===== src/rtl/mbc_pkg.sv =====
package mbc_pkg;
   typedef enum logic [2:0] {
      ST_IDLE = 3'd0,
      ST_ADR  = 3'd1,
      ST_DAT  = 3'd2,
      ST_WAIT = 3'd3,
      ST_FIN  = 3'd4,
      ST_GRNT = 3'd5
   } bus_st_e;
endpackage


===== src/rtl/mbc_clkrst.sv =====
module mbc_clkrst #(
   parameter int RST_OUT_LEN = 4
) (
   input  logic clk,
   input  logic rst_n,
   output logic clk_out,
   output logic rst_out
);
   always_ff @(posedge clk or negedge rst_n) begin
      if (!rst_n) clk_out <= 1'b0;
      else        clk_out <= ~clk_out;
   end

   generate
      if (RST_OUT_LEN == 0) begin : g_rst_pass
         assign rst_out = ~rst_n;
      end else begin : g_rst_stretch
         localparam int CW = $clog2(RST_OUT_LEN + 1);
         logic [CW-1:0] cnt;
         always_ff @(posedge clk or negedge rst_n) begin
            if (!rst_n)        cnt <= CW'(RST_OUT_LEN);
            else if (cnt != 0) cnt <= cnt - 1'b1;
         end
         assign rst_out = (cnt != 0);
      end
   endgenerate
endmodule


===== src/rtl/mbc_seq.sv =====
module mbc_seq
   import mbc_pkg::*;
#(
   parameter int AW = 16,
   parameter int DW = 8
) (
   input  logic          clk,
   input  logic          rst_n,
   input  logic          req_valid,
   input  logic          req_write,
   input  logic          req_io,
   input  logic [AW-1:0] req_addr,
   input  logic [DW-1:0] req_wdata,
   input  logic          ready,
   input  logic          hold,
   input  logic [DW-1:0] ad_i,
   output bus_st_e       st,
   output logic          req_ready,
   output logic          cur_write,
   output logic          cur_io,
   output logic [AW-1:0] cur_addr,
   output logic [DW-1:0] cur_wdata,
   output logic          done,
   output logic [DW-1:0] rdata
);
   bus_st_e st_nx;

   always_comb begin
      st_nx = st;
      unique case (st)
         ST_IDLE: if (hold) st_nx = ST_GRNT;
                  else if (req_valid) st_nx = ST_ADR;
         ST_ADR:  st_nx = ST_DAT;
         ST_DAT:  st_nx = ready ? ST_FIN : ST_WAIT;
         ST_WAIT: st_nx = ready ? ST_FIN : ST_WAIT;
         ST_FIN:  st_nx = hold ? ST_GRNT : ST_IDLE;
         ST_GRNT: st_nx = hold ? ST_GRNT : ST_IDLE;
         default: st_nx = ST_IDLE;
      endcase
   end

   assign req_ready = (st == ST_IDLE) && !hold;

   always_ff @(posedge clk or negedge rst_n) begin
      if (!rst_n) begin
         st        <= ST_IDLE;
         cur_write <= 1'b0;
         cur_io    <= 1'b0;
         cur_addr  <= '0;
         cur_wdata <= '0;
         done      <= 1'b0;
         rdata     <= '0;
      end else begin
         st   <= st_nx;
         done <= (st == ST_FIN);
         if (req_ready && req_valid) begin
            cur_write <= req_write;
            cur_io    <= req_io;
            cur_addr  <= req_addr;
            cur_wdata <= req_wdata;
         end
         if (st == ST_FIN && !cur_write) rdata <= ad_i;
      end
   end
endmodule


===== src/rtl/mbc_drive.sv =====
module mbc_drive
   import mbc_pkg::*;
#(
   parameter int AW = 16,
   parameter int DW = 8
) (
   input  bus_st_e            st,
   input  logic               cur_write,
   input  logic               cur_io,
   input  logic [AW-1:0]      cur_addr,
   input  logic [DW-1:0]      cur_wdata,
   output logic [AW-DW-1:0]   addr_hi,
   output logic               hi_oe,
   output logic [DW-1:0]      ad_o,
   output logic               ad_oe,
   output logic               ale,
   output logic               rd_n,
   output logic               wr_n,
   output logic               io_m,
   output logic               hlda
);
   logic data_ph;

   always_comb begin
      data_ph = (st == ST_DAT) || (st == ST_WAIT) || (st == ST_FIN);
      hlda    = (st == ST_GRNT);
      hi_oe   = !hlda;
      addr_hi = cur_addr[AW-1:DW];
      io_m    = cur_io;
      ale     = (st == ST_ADR);
      rd_n    = !(data_ph && !cur_write);
      wr_n    = !(data_ph && cur_write);
      ad_oe   = ale || (data_ph && cur_write);
      ad_o    = ale ? cur_addr[DW-1:0] : cur_wdata;
   end
endmodule


===== src/rtl/mux_bus_ctrl.sv =====
module mux_bus_ctrl
   import mbc_pkg::*;
#(
   parameter int AW          = 16,
   parameter int DW          = 8,
   parameter int RST_OUT_LEN = 4
) (
   input  logic          clk,
   input  logic          rst_n,
   input  logic          req_valid,
   input  logic          req_write,
   input  logic          req_io,
   input  logic [AW-1:0] req_addr,
   input  logic [DW-1:0] req_wdata,
   output logic          req_ready,
   output logic          done,
   output logic [DW-1:0] rdata,
   input  logic          ready,
   input  logic          hold,
   output logic          hlda,
   output logic [AW-DW-1:0] addr_hi,
   output logic          hi_oe,
   output logic [DW-1:0] ad_o,
   output logic          ad_oe,
   input  logic [DW-1:0] ad_i,
   output logic          ale,
   output logic          rd_n,
   output logic          wr_n,
   output logic          io_m,
   output logic          clk_out,
   output logic          rst_out
);
   localparam int HW = AW - DW;

   if (DW < 1)       begin : g_bad_dw  $error("DW must be at least 1"); end
   if (HW < 1)       begin : g_bad_aw  $error("AW must exceed DW"); end
   if (RST_OUT_LEN < 0) begin : g_bad_rl $error("RST_OUT_LEN must not be negative"); end

   bus_st_e       st;
   logic          cur_write;
   logic          cur_io;
   logic [AW-1:0] cur_addr;
   logic [DW-1:0] cur_wdata;

   mbc_seq #(.AW(AW), .DW(DW)) u_seq (
      .clk(clk), .rst_n(rst_n),
      .req_valid(req_valid), .req_write(req_write), .req_io(req_io),
      .req_addr(req_addr), .req_wdata(req_wdata),
      .ready(ready), .hold(hold), .ad_i(ad_i),
      .st(st), .req_ready(req_ready),
      .cur_write(cur_write), .cur_io(cur_io),
      .cur_addr(cur_addr), .cur_wdata(cur_wdata),
      .done(done), .rdata(rdata)
   );

   mbc_drive #(.AW(AW), .DW(DW)) u_drive (
      .st(st), .cur_write(cur_write), .cur_io(cur_io),
      .cur_addr(cur_addr), .cur_wdata(cur_wdata),
      .addr_hi(addr_hi), .hi_oe(hi_oe), .ad_o(ad_o), .ad_oe(ad_oe),
      .ale(ale), .rd_n(rd_n), .wr_n(wr_n), .io_m(io_m), .hlda(hlda)
   );

   mbc_clkrst #(.RST_OUT_LEN(RST_OUT_LEN)) u_clkrst (
      .clk(clk), .rst_n(rst_n), .clk_out(clk_out), .rst_out(rst_out)
   );
endmodule


===== config.mk =====
export PLATFORM = sky130hd
export DESIGN_NAME = mux_bus_ctrl
export DESIGN_NICKNAME = d
export VERILOG_FILES = /design/src/rtl/mbc_pkg.sv /design/src/rtl/mbc_clkrst.sv /design/src/rtl/mbc_seq.sv /design/src/rtl/mbc_drive.sv /design/src/rtl/mux_bus_ctrl.sv
export SDC_FILE = /design/constraint.sdc
export NUM_CORES = 1
export LEC_CHECK = 0
export BUFFER_PORTS_ARGS = -buffer_cell sky130_fd_sc_hd__buf_2
export CAP_MARGIN = 15
export CORE_MARGIN = 2
export CORE_UTILIZATION = 38
export CTS_BUF_LIST = sky130_fd_sc_hd__clkbuf_16
export CTS_CLUSTER_SIZE = 25
export DETAILED_ROUTE_END_ITERATION = 7
export PLACE_DENSITY = 0.7
export SLEW_MARGIN = 20
export SYNTH_ARGS = -nofsm -noshare
export SYNTH_HDL_FRONTEND = slang
export SYNTH_SLANG_ARGS = --single-unit

===== constraint.sdc =====
create_clock -name clk -period 1.72 [get_ports clk]
set_clock_uncertainty 0.05 [all_clocks]
set_input_delay 0.086 -clock clk [delete_from_list [all_inputs] [get_ports clk]]
set_output_delay 0.086 -clock clk [all_outputs]
set_load 0.02 [all_outputs]

# After elaboration in Yosys (flattened, before gate mapping)
# Cells that the tools add are included.
[word_totals]
output_inout_bits = 35
input_bits = 39
word_cells = 40
ff_bits = 42
[classes]
addsub = 1
n_mux = 6
n_bitwise = 1
n_reduce_logical = 17
eq_ne = 6
[ops]
columns = ["operator", "count"]
rows = [
  ["3-bit two-way mux", 4],
  ["3-bit one-hot mux with 4 select lines", 1],
  ["8-bit two-way mux", 1],
  ["3-bit by 2-bit equality test with 1-bit output (second input constant)", 2],
  ["3-bit equality test (second input constant)", 2],
  ["1-bit logical AND", 5],
  ["1-bit logical NOT", 5],
  ["2-bit OR reduction", 2],
  ["3-bit by 1-bit equality test with 1-bit output (second input constant)", 1],
  ["3-bit logical NOT", 1],
  ["1-bit logical OR", 3],
  ["3-bit inequality test (second input constant)", 1],
  ["3-bit nonzero test", 1],
  ["3-bit by 1-bit subtractor with 3-bit output (second input constant)", 1],
  ["1-bit inverter", 1],
]

# Logic depth before layout (Yosys ltp)
[logic_depth]
depth_word = 5
mapped_depth = 5
ltp_nobuf = 5

# Hierarchy
# A second synthesis with hierarchy kept.
[unflattened]
hier_cells = 131
hier_area_um2 = 1974.4
[by_module_without_submodules]
columns = ["mod", "cells_per_inst", "area_each_um2", "n_inst", "seq_area_each_um2"]
rows = [
  ["mbc_seq", 89, 1540.2, 1, 950.9],
  ["mbc_drive", 28, 245.2, 1, 0.0],
  ["mbc_clkrst", 14, 188.9, 1, 101.3],
]

# Least setup slack after synthesis
# OpenSTA, ideal clock, no wires.
[synth_timing]
path_kind = "register to register"
from = "register u_seq.st[1]"
to = "register u_seq.cur_addr[10]"
path_slack_ps = -25
arrival_time_ps = 1569
t_required_ps = 1545
n_path_buf = 1
path_stages_with_launch = 5
setup_time_ps = 125
period_less_slack_ps = 1745
cell_sequence = "dfrtp_1 > nor4_4 > nand2_4 > buf_6 > mux2_4"
[synth_between]
elab_chain_len = 3
[synth_lines]
columns = ["item", "line_no", "rtl"]
rows = [
  ["from (decl)", "mbc_seq.sv:17", "output bus_st_e st,"],
  ["from (signal assigned)", "mbc_seq.sv:54", "st <= st_nx;"],
  ["3-bit logical NOT", "mbc_seq.sv:42", "assign req_ready = (st == ST_IDLE) && !hold;"],
  ["1-bit logical AND", "mbc_seq.sv:42", ""],
  ["net req_ready", "mux_bus_ctrl.sv:15", "output logic req_ready,"],
  ["1-bit logical AND", "mbc_seq.sv:56", "if (req_ready && req_valid) begin"],
  ["to (signal assigned)", "mbc_seq.sv:59", "cur_addr <= req_addr;"],
  ["to (decl)", "mbc_seq.sv:21", "output logic [AW-1:0] cur_addr,"],
]
# The timed path passes the listed nets, and every way through them passes these cells.
# A chain may end at the register's enable or synchronous reset.

# Worst setup path in the final report
[layout_timing]
from = "register u_seq.st[1]"
to = "output port ad_o[5]"
[layout_between]
elab_chain_len = 2
[layout_lines]
columns = ["item", "line_no", "rtl"]
rows = [
  ["3-bit by 1-bit equality test with 1-bit output", "mbc_drive.sv:30", "ale = (st == ST_ADR);"],
  ["8-bit two-way mux", "mbc_drive.sv:34", "ad_o = ale ? cur_addr[DW-1:0] : cur_wdata;"],
  ["to (decl)", "mux_bus_ctrl.sv:23", "output logic [DW-1:0] ad_o,"],
]
# Every way passes these cells.

==> impl_metrics.tcl <==
set metrics [dict create \
    status "finished with violations" \
    failed_checks "negative setup slack" \
    power_density_nw_per_um2 1799 \
    cap_violations 0 \
    finalHoldViolations 0 \
    hp-start "hold" \
    gp_congestion 0.8233 \
    die_y_um 75.12 \
    numCtsBuffers 5 \
    syn-cell-area_um2 1922 \
    cp_slowest_stage_delay_ns 0.43 \
    worst_skew_pair.late_latency_ns 0.27 \
    dominantRegCellSynth "dfrtp_1" \
    clk_pin_slew_ns 0.05 \
    relSlewSlack 0.6521 \
    areaGrowthSynthToFinish_pct 56.77 \
    async_flop_share 1.000 \
    clock_sinks 42 \
    fillers 372 \
    cts_buffer_depth 2 \
    drc 0 \
    cpMaxStageDelayCell "dfrtp_2" \
    dr.first_iter.drc_count 27 \
    hold_path.class "in -> reg" \
    cts_htree_levels 2 \
    fin_crit_sh 1.011 \
    cp_cell_sequence "nor3b_4, buf_6, mux2_4, buf_6" \
    fin_nets 288 \
    synth_edf_count 0 \
    synth_nets 169 \
    grt_usage 0.1636 \
    crit_fanout 5 \
    final_cell_mix "buf_2, dfrtp_1, dlygate4sd3_1" \
    start_kind "flip-flop" \
    syn_inst 128 \
    rows 25 \
    dp_hpwl_mm 2.551 \
    cp_common_cell "buf_6" \
    die_x_um 75.12 \
    drive_gt1_frac 0.5323 \
    fmax_ghz 0.5750 \
    hold_slack_ns 0.08593 \
    grt_pass1_wl_mm 6.789 \
    endpoint_kind "primary output" \
    synth.avg_cell_area_um2 15.01 \
    slew_violations 0 \
    grt_pass1_vias 1500 \
    ant_nets 0 \
    synth_seq_area_share 0.5475 \
    core_um2 4786 \
    layout_commonest_cell "buf_2" \
    worst-endpoint-required_ns 1.58 \
    critPathKind "reg -> out" \
    n_antenna_cell 0 \
    die-area_um2 5642 \
    crit_arrival_ns 1.60 \
    r2r_setup_slack_ns 0.06 \
    grt-ovfl-total 0 \
    reg2reg_depth 5 \
    synth_cell_types 25 \
    setup_viol_count_final 6 \
    pin_count 74 \
    setup.worst_path.end "ad_o[5]" \
    startpoint "u_seq.st[1]" \
    synth_top_area_share 0.5339 \
    peakVddDrop_v 0.001146 \
    ys_ff_latch 42 \
    ys_warn_count 0 \
    cts_tree "done" \
    grt_antenna_before_repair 0 \
    synth_top_area_cell "dfrtp_1" \
    vias_per_cell 4.400 \
    fin_crit_ns 1.739 \
    start_util 0.4016 \
    r2r_start "u_seq.st[1]" \
    portBuffers 73 \
    wirelength_mm 4.277 \
    ctsRootBufferMaster "clkbuf_16" \
    fin_ws_ns -0.01910 \
    first_pass_iters 4 \
    wl_per_cell_um 13.58 \
    rsz0062_at_grt "yes" \
    vias 1386 \
    p_total_mw 5.422 \
    tightest_slew_ns 0.5218 \
    grt_start_max_net_pins 43 \
    p_leak_nw 1.546 \
    yosys-top-cells-area "dfrtp_1, mux2_4, mux2_1, mux2_2, buf_4" \
    timing.rr.end "u_seq.cur_addr[3]" \
]
-- state kept, by name (all words and copies together), names as in the netlist --
register	count
u_clkrst.clk_out	1
u_clkrst.g_rst_stretch.cnt	3
u_seq.cur_addr	16
u_seq.cur_io	1
u_seq.cur_wdata	8
u_seq.cur_write	1
u_seq.done	1
u_seq.rdata	8
u_seq.st	3
-- worst max-delay path, delay by kind of cell, from the launching register on --
| kind | cells | cell delay [ns] |
|---|---|---|
| simple gates | 1 | 0.27 |
| buf+inv | 2 | 0.31 |
| flops | 1 | 0.43 |
| mux | 1 | 0.31 |
-- metal layers --
| metal | share of wire | up-vias | track usage |
|---|---|---|---|
| met5 | 0 | - | 0 |
| met4 | 0.013 | 0 | 0.05754 |
| met3 | 0.052 | 6 | 0.05622 |
| met2 | 0.51 | 47 | 0.2846 |
| met1 | 0.42 | 662 | 0.1868 |
| li1 | - | 671 | - |
-- cell usage after synthesis (2+ instances only) --
| master | count |
|---|---|
| inv_1 | 4 |
| nand3b_1 | 2 |
| nand2_1 | 2 |
| nand2b_1 | 6 |
| buf_4 | 9 |
| a21oi_1 | 2 |
| o21ai_0 | 2 |
| ha_1 | 2 |
| mux2_4 | 20 |
| mux2_2 | 11 |
| dfrtp_1 | 41 |
| mux2_1 | 11 |
| nor2b_1 | 2 |
| nor2_1 | 2 |
| buf_6 | 2 |
-- final cells by class --
cell class / instances / area (µm²) / share of cell area
Clock buffer: 5 / 125.1 / 0.04153
Clock inverter: 3 / 11.26 / 0.003738
Inverter: 4 / 15.01 / 0.004983
Multi-Input combinational cell: 70 / 810.8 / 0.2691
Sequential cell: 42 / 1055 / 0.3501
Tap cell: 67 / 83.83 / 0.02782
Timing Repair Buffer: 124 / 912.1 / 0.3027
-- power breakdown --
part	switching [mW]	internal, mW
combinational	1.30	1.56
clock	0.330	0.521
sequential	0.269	1.45
total	1.90	3.53
-- worst min-delay path by stage --
| stage | end | slack, ns | depth (start not counted) |
|---|---|---|---|
| after floorplan | u_clkrst.clk_out | -0.26 | 0 |
| after global placement | u_seq.cur_addr[5] | 0.13 | 2 |
| after detailed placement | u_seq.cur_io | 0.14 | 2 |
| after CTS | u_seq.st[2] | 0.08 | 3 |
| after global routing | u_seq.st[2] | 0.1 | 3 |
| final | u_seq.st[2] | 0.09 | 3 |
-- cells by family (layout without fill, tap and decap cells) --
group           Yosys count  after routing  share of synthesized area
xor+xnor                  1              1                   0.004558
fa+ha+maj                 2              2                    0.01302
buf+inv                  16            136                    0.05728
compound gates            6              6                    0.01823
mux                      43             43                     0.2904
flops                    42             42                     0.5475
simple gates             18             18                    0.06901
-- stage by stage --
stage                     instances  worst slack (ns)  area [µm²]  utilization  TNS [ns]
final                           315          -0.01910        3013       0.6295  -0.08932
after global routing            315          -0.08302        3013       0.6295   -0.6016
after CTS                       312          -0.02518        2972       0.6209   -0.1866
after detailed placement        263           0.04403        2341       0.4892         0
after global placement          263            0.1063        2341       0.4892         0
after floorplan                 128           0.01383        1922            -         0
-- what timing repair did --
item | 4_1_cts | 5_1_grt
gates resized for setup | 29 | 6
hold buffers | 36 | 0
setup buffers | 4 | 3
endpoints found under the setup margin | 8 | 27
gates cloned | 1 | 0
pin swaps | 1 | 3
hold endpoints to repair | 76 | 0
(Power assumes the default switching activity.)
